--- config.mk ---
export PLATFORM = sky130hd
export DESIGN_NAME = gpio_edge_port
export DESIGN_NICKNAME = d
export VERILOG_FILES = /design/src/rtl/gpio_edge_pkg.sv /design/src/rtl/gpio_pin_sync.sv /design/src/rtl/gpio_edge_detect.sv /design/src/rtl/gpio_irq_status.sv /design/src/rtl/gpio_edge_port.sv
export SDC_FILE = /design/constraint.sdc
export NUM_CORES = 1
export LEC_CHECK = 0
export CAP_MARGIN = 20
export CORE_MARGIN = 1.5
export CORE_UTILIZATION = 40
export CTS_BUF_LIST = sky130_fd_sc_hd__clkbuf_8
export CTS_CLUSTER_SIZE = 28
export DETAILED_ROUTE_END_ITERATION = 16
export SLEW_MARGIN = 30
export SYNTH_ARGS = -nofsm -noshare
export SYNTH_HDL_FRONTEND = slang
export SYNTH_SLANG_ARGS = --single-unit
--- constraint.sdc ---
create_clock -name clk -period 8.3 [get_ports clk]
set_clock_uncertainty 0.15 [all_clocks]
set_input_delay 1.66 -clock clk [delete_from_list [all_inputs] [get_ports clk]]
set_output_delay 1.66 -clock clk [all_outputs]
set_load 0.03 [all_outputs]
--- src/rtl/gpio_edge_pkg.sv ---
package gpio_edge_pkg;
  localparam int unsigned OFF_BITS = 5;
  localparam logic [OFF_BITS-1:0] OFF_DIN  = 5'h00;
  localparam logic [OFF_BITS-1:0] OFF_OUT  = 5'h04;
  localparam logic [OFF_BITS-1:0] OFF_DIR  = 5'h08;
  localparam logic [OFF_BITS-1:0] OFF_POL  = 5'h0C;
  localparam logic [OFF_BITS-1:0] OFF_MASK = 5'h10;
  localparam logic [OFF_BITS-1:0] OFF_STAT = 5'h14;
  localparam logic [OFF_BITS-1:0] OFF_PCTL = 5'h18;

  typedef enum logic [2:0] {
    SEL_DIN, SEL_OUT, SEL_DIR, SEL_POL, SEL_MASK, SEL_STAT, SEL_PCTL, SEL_NONE
  } reg_sel_e;

  function automatic reg_sel_e decode_off(input logic [OFF_BITS-1:0] off);
    case (off)
      OFF_DIN:  return SEL_DIN;
      OFF_OUT:  return SEL_OUT;
      OFF_DIR:  return SEL_DIR;
      OFF_POL:  return SEL_POL;
      OFF_MASK: return SEL_MASK;
      OFF_STAT: return SEL_STAT;
      OFF_PCTL: return SEL_PCTL;
      default:  return SEL_NONE;
    endcase
  endfunction
endpackage

--- src/rtl/gpio_pin_sync.sv ---
module gpio_pin_sync #(
  parameter int unsigned WIDTH = 16
) (
  input  logic             clk,
  input  logic             rst_n,
  input  logic [WIDTH-1:0] pins_async,
  output logic [WIDTH-1:0] pins_now,
  output logic [WIDTH-1:0] pins_prev
);
  logic [WIDTH-1:0] stage1_q, stage2_q, prev_q;

  always_ff @(posedge clk or negedge rst_n) begin
    if (!rst_n) begin
      stage1_q <= '0;
      stage2_q <= '0;
      prev_q   <= '0;
    end else begin
      stage1_q <= pins_async;
      stage2_q <= stage1_q;
      prev_q   <= stage2_q;
    end
  end

  assign pins_now  = stage2_q;
  assign pins_prev = prev_q;
endmodule

--- src/rtl/gpio_edge_detect.sv ---
module gpio_edge_detect #(
  parameter int unsigned WIDTH = 16
) (
  input  logic [WIDTH-1:0] cur,
  input  logic [WIDTH-1:0] prev,
  input  logic [WIDTH-1:0] rise_sel,
  input  logic [WIDTH-1:0] is_input,
  input  logic [WIDTH-1:0] masked,
  output logic [WIDTH-1:0] hits
);
  function automatic logic [WIDTH-1:0] edge_hits(
    input logic [WIDTH-1:0] c, p, pol, dir, msk);
    logic [WIDTH-1:0] rose, fell;
    rose = c & ~p;
    fell = ~c & p;
    return ((pol & rose) | (~pol & fell)) & dir & ~msk;
  endfunction

  assign hits = edge_hits(cur, prev, rise_sel, is_input, masked);
endmodule

--- src/rtl/gpio_irq_status.sv ---
module gpio_irq_status #(
  parameter int unsigned WIDTH = 16
) (
  input  logic             clk,
  input  logic             rst_n,
  input  logic [WIDTH-1:0] set_bits,
  input  logic [WIDTH-1:0] clr_bits,
  output logic [WIDTH-1:0] status,
  output logic             irq
);
  logic [WIDTH-1:0] st_q, st_next;
  logic             irq_q;

  // a set in the same cycle as a clear wins
  assign st_next = (st_q & ~clr_bits) | set_bits;

  always_ff @(posedge clk or negedge rst_n) begin
    if (!rst_n) begin
      st_q  <= '0;
      irq_q <= 1'b0;
    end else begin
      st_q  <= st_next;
      irq_q <= |st_next;
    end
  end

  assign status = st_q;
  assign irq    = irq_q;

  assert_sticky_R7: assert property (@(posedge clk) disable iff (!rst_n)
    1'b1 |=> (($past(st_q) & ~$past(clr_bits) & ~st_q) == '0));

  assert_irq_drop_R7: assert property (@(posedge clk) disable iff (!rst_n)
    $fell(irq_q) |-> (st_q == '0));

  assert_irq_rise_R5: assert property (@(posedge clk) disable iff (!rst_n)
    $rose(irq_q) |-> ($past(set_bits) != '0));

  assert_set_wins_R8: assert property (@(posedge clk) disable iff (!rst_n)
    1'b1 |=> (($past(set_bits) & ~st_q) == '0));
endmodule

--- src/rtl/gpio_edge_port.sv ---
module gpio_edge_port
  import gpio_edge_pkg::*;
#(
  parameter int unsigned WIDTH  = 16,
  parameter int unsigned ADDR_W = 5
) (
  input  logic              clk,
  input  logic              rst_n,
  input  logic              bus_valid,
  input  logic              bus_write,
  input  logic              bus_half,
  input  logic [ADDR_W-1:0] bus_addr,
  input  logic [WIDTH-1:0]  bus_wdata,
  output logic [WIDTH-1:0]  bus_rdata,
  input  logic [WIDTH-1:0]  pin_in,
  output logic [WIDTH-1:0]  pin_out,
  output logic [WIDTH-1:0]  pin_oe,
  output logic              irq
);
  localparam logic [WIDTH-1:0] ALL_ONES = {WIDTH{1'b1}};

  logic [WIDTH-1:0] out_q, dir_q, pol_q, mask_q, pctl_q;
  logic [WIDTH-1:0] sync_now, sync_prev, edge_hits, status, clr_bits;
  reg_sel_e         sel;
  logic             wr_ok, rd_ok;

  assign sel   = decode_off(OFF_BITS'(bus_addr));
  assign wr_ok = bus_valid & bus_write & bus_half;
  assign rd_ok = bus_valid & ~bus_write & bus_half;

  always_ff @(posedge clk or negedge rst_n) begin
    if (!rst_n) begin
      out_q  <= ALL_ONES;
      dir_q  <= ALL_ONES;
      pol_q  <= ALL_ONES;
      mask_q <= ALL_ONES;
      pctl_q <= ALL_ONES;
    end else if (wr_ok) begin
      case (sel)
        SEL_OUT:  out_q  <= bus_wdata;
        SEL_DIR:  dir_q  <= bus_wdata;
        SEL_POL:  pol_q  <= bus_wdata;
        SEL_MASK: mask_q <= bus_wdata;
        SEL_PCTL: pctl_q <= bus_wdata;
        default:  ;
      endcase
    end
  end

  assign clr_bits = (wr_ok && sel == SEL_STAT) ? bus_wdata : '0;

  gpio_pin_sync #(.WIDTH(WIDTH)) u_sync (
    .clk(clk), .rst_n(rst_n), .pins_async(pin_in),
    .pins_now(sync_now), .pins_prev(sync_prev)
  );

  gpio_edge_detect #(.WIDTH(WIDTH)) u_edge (
    .cur(sync_now), .prev(sync_prev), .rise_sel(pol_q),
    .is_input(dir_q), .masked(mask_q), .hits(edge_hits)
  );

  gpio_irq_status #(.WIDTH(WIDTH)) u_stat (
    .clk(clk), .rst_n(rst_n), .set_bits(edge_hits), .clr_bits(clr_bits),
    .status(status), .irq(irq)
  );

  always_comb begin
    bus_rdata = '0;
    if (rd_ok) begin
      case (sel)
        SEL_DIN:  bus_rdata = sync_now & pctl_q;
        SEL_OUT:  bus_rdata = out_q;
        SEL_DIR:  bus_rdata = dir_q;
        SEL_POL:  bus_rdata = pol_q;
        SEL_MASK: bus_rdata = mask_q;
        SEL_STAT: bus_rdata = status;
        SEL_PCTL: bus_rdata = pctl_q;
        default:  bus_rdata = '0;
      endcase
    end
  end

  assign pin_out = out_q;
  assign pin_oe  = ~dir_q;

  assert_wrong_size_R9: assert property (@(posedge clk) disable iff (!rst_n)
    (bus_valid && bus_write && !bus_half) |=>
      ($stable(out_q) && $stable(dir_q) && $stable(pol_q) &&
       $stable(mask_q) && $stable(pctl_q)));

  assert_input_only_R6: assert property (@(posedge clk) disable iff (!rst_n)
    1'b1 |=> (((status & ~$past(status)) & ($past(~dir_q) | $past(mask_q))) == '0));
endmodule

==> results.py <==
metrics = {
    "outcome": {
        "status": "complete, no violations",
    },
    "floorplanning": {
        "die_h_um": 128,
        "start_util": 0.409,
        "coreArea_um2": 15200,
        "fp.dieW_um": 128,
        "die_area_um2": 16300,
        "rows": 45,
        "io_pins": 91,
    },
    "finish": {
        "num-fill-cells": 1333,
        "stdcell_count": 806,
        "final_common_cell": "clkdlybuf4s50_1",
        "diodes": 0,
        "synthToLayoutAreaGrowth_pct": 23.5,
        "final_cell_mix": "clkdlybuf4s50_1 (89), dfstp_2 (80), nand2_1 (67)",
        "drive_gt1_frac": 0.311,
        "final_nets": 647,
    },
    "global_route": {
        "grt_pass1_wl_mm": 25.3,
        "grt_start_max_net_pins": 74,
        "grt_pass1_vias": 4678,
        "antenna_found_initial": 0,
        "gr-total-overflow": 0,
        "gr-usage-all-layers": 0.209,
    },
    "worst_setup_path": {
        "rrSetupSlack_ns": 5.95,
        "r2r_cells": 4,
        "reg2reg_to": "u_stat.irq$_DFF_PN0_",
        "crit_end": "bus_rdata[0]",
        "path_common_cell": "clkdlybuf4s50_1",
        "cp-start-kind": "input port",
        "crit_chain": "clkdlybuf4s50_1 > and4bb_1 > nand2_1 > a21oi_1 > clkdlybuf4s50_1",
        "slowest_stage": "and4bb_1",
        "r2r-start": "pol_q[6]$_DFFE_PN1P_",
        "crit_type": "input port to primary output",
        "required_ns": 6.49,
        "startpoint": "bus_addr[0]",
        "max_stage_delay_ns": 0.90,
        "cp.arrival_ns": 4.94,
        "crit_fanout": 17,
        "cp-end-kind": "primary output",
    },
    "synth": {
        "synth_ff_type": "dfstp_2",
        "syn-num-nets": 557,
        "ys_types": 29,
        "synth_warnings": 0,
        "ys_top_cells_by_area": "dfstp_2 (34%), dfrtp_1 (26%), mux2_2 (12%)",
        "netlist_area_um2": 6220,
        "synthCells": 515,
        "ys_ff_latch": 145,
        "synth_edf_count": 0,
        "ys_seq_area_frac": 0.599,
        "post_synth.cell_area_avg_um2": 12.1,
        "synth_top_area_share": 0.338,
        "synth-async-reset-ratio": 1.00,
        "yosysTopAreaCell": "dfstp_2",
    },
    "power": {
        "power.net_switching_uw": 411,
        "pwr-share-seq": 0.529,
        "peakVddDrop_uv": 109,
        "power.density_nw_per_um2": 205,
        "p_sw_frac": 0.261,
        "clkPwrFrac": 0.332,
        "comb_power_share": 0.139,
        "p_leak_uw": 0.00322,
        "p_int_uw": 1160,
    },
    "clock_network": {
        "cts_tree": "built",
        "clk_path_buf_depth": 2,
        "clkTransAtPathRegs_ns": 0.08,
        "htreeDepth": 4,
        "cts-hold-fix-buffers": 0,
        "clock_sinks": 145,
        "post_cts_resized": 0,
        "post_cts_buffers": 0,
        "cts_buffers": 17,
        "clockRootBuffer": "clkbuf_8",
        "clock_latency_ns": 0.44,
    },
    "timing": {
        "fin_tns_setup_ns": 0,
        "max_slew_margin": 0.347,
        "period_needed_ns": 6.75,
        "setup-violations-final": 0,
        "finalHoldViolations": 0,
        "rsz0062_at_grt": "no",
        "final-max-slew-violation-count": 0,
        "fmaxAchievable_mhz": 148,
        "tightest_slew_ns": 0.977,
        "finalCritPeriodShare": 0.813,
    },
    "flow_run": {
        "cap_violations": 0,
    },
    "min_path": {
        "hp-start": "u_sync.stage1_q[13]$_DFF_PN0_",
        "hp-class": "flip-flop to flip-flop",
    },
    "placement": {
        "place.detailed.hpwl_mm": 10.1,
        "place_congestion": 0.813,
        "dp.cells": 774,
        "portBuffers": 90,
    },
    "detailed_routing": {
        "viasPerCell": 5.64,
        "drt-pass1-iter-count": 6,
        "drtAntennaViolNets": 0,
        "wl_mm": 16.1,
        "route.detailed.drc": 0,
        "routed-via-count": 4547,
        "wire_per_inst_um": 19.9,
        "dr.first_iter.drc_count": 468,
    },
}
[area by class of cell]
| cell class | count | area [um^2] | share of cell area |
|---|---|---|---|
| Tap cell | 188 | 235 | 0.0306 |
| Sequential cell | 145 | 3730 | 0.485 |
| Clock buffer | 18 | 248 | 0.0322 |
| Multi-Input combinational cell | 310 | 2250 | 0.293 |
| Inverter | 32 | 120 | 0.0156 |
| Clock inverter | 14 | 126 | 0.0164 |
| Timing Repair Buffer | 99 | 973 | 0.127 |
[power groups by stage]
stage	clock (uW)	sequential [uW]	combinational, uW
after floorplan	0	850	105
after global routing	570	840	239
final	522	832	219
after detailed placement	0	844	220
after global placement	0	841	216
after CTS	540	832	222
[worst max-delay path, delay by kind of cell]
kind / cells / cell delay, ns
buffers and inverters: 2 / 1.18
AND/OR/NAND/NOR: 2 / 1.69
AO/OA/AOI/OAI: 1 / 0.41
[cells by family after synthesis]
logic type / count (synthesis) / synth area share
mux: 64 / 0.116
flops: 145 / 0.599
simple gates: 117 / 0.0957
compound gates: 129 / 0.149
buf+inv: 60 / 0.0400
[Yosys cell counts (2+ instances only)]
library cell  count
a21o_1           16
a21oi_1          16
a222oi_1         16
a22o_1           16
a32o_1           16
and3_1            2
and4b_1           2
buf_4             2
buf_6             2
clkbuf_1         23
dfrtp_1          65
dfstp_2          80
inv_1            32
mux2_2           64
nand2_1          68
nand2b_1         16
nand3_1          14
nand3_2           2
nor3_2            2
nor3b_2           2
o21ai_0          32
o22ai_1          16
or4_1             5
[through the flow]
step	utilization	hold WS [ns]	cell area (um^2)	setup WS (ns)	power [uW]
floorplan	-	0.181	6220	2.92	955
global placement	0.480	0.184	7300	1.70	1060
detailed placement	0.481	0.185	7310	1.61	1060
CTS	0.505	0.200	7680	1.59	1590
global route	0.506	0.206	7680	1.36	1650
finish	0.506	0.198	7680	1.55	1570
[per-layer routing]
| metal | GRT usage | vias up | wire, um |
|---|---|---|---|
| met1 | 0.278 | 2274 | 7110 |
| met2 | 0.331 | 206 | 7500 |
| met3 | 0.0572 | 18 | 1210 |
| li1 | - | 2049 | - |
| met5 | 0 | - | 0 |
| met4 | 0.0734 | 0 | 235 |
[sequential cells by signal (all words and copies together) (netlist names)]
name              flops
dir_q                16
mask_q               16
pctl_q               16
pin_out              16
pol_q                16
u_stat.status        16
u_sync.pins_now      16
u_sync.pins_prev     16
u_sync.stage1_q      16
u_stat.irq            1
[how the worst min path moves through the flow]
| stage | endpoint | cells past startpoint |
|---|---|---|
| after detailed placement | u_sync.pins_now[11]$_DFF_PN0_ | 0 |
| after floorplan | u_sync.pins_now[0]$_DFF_PN0_ | 0 |
| after global placement | u_sync.pins_now[7]$_DFF_PN0_ | 0 |
| final | u_sync.pins_now[13]$_DFF_PN0_ | 0 |
| after global routing | u_sync.pins_now[13]$_DFF_PN0_ | 0 |
| after CTS | u_sync.pins_now[5]$_DFF_PN0_ | 0 |
Power figures use the tool's default switching activity.
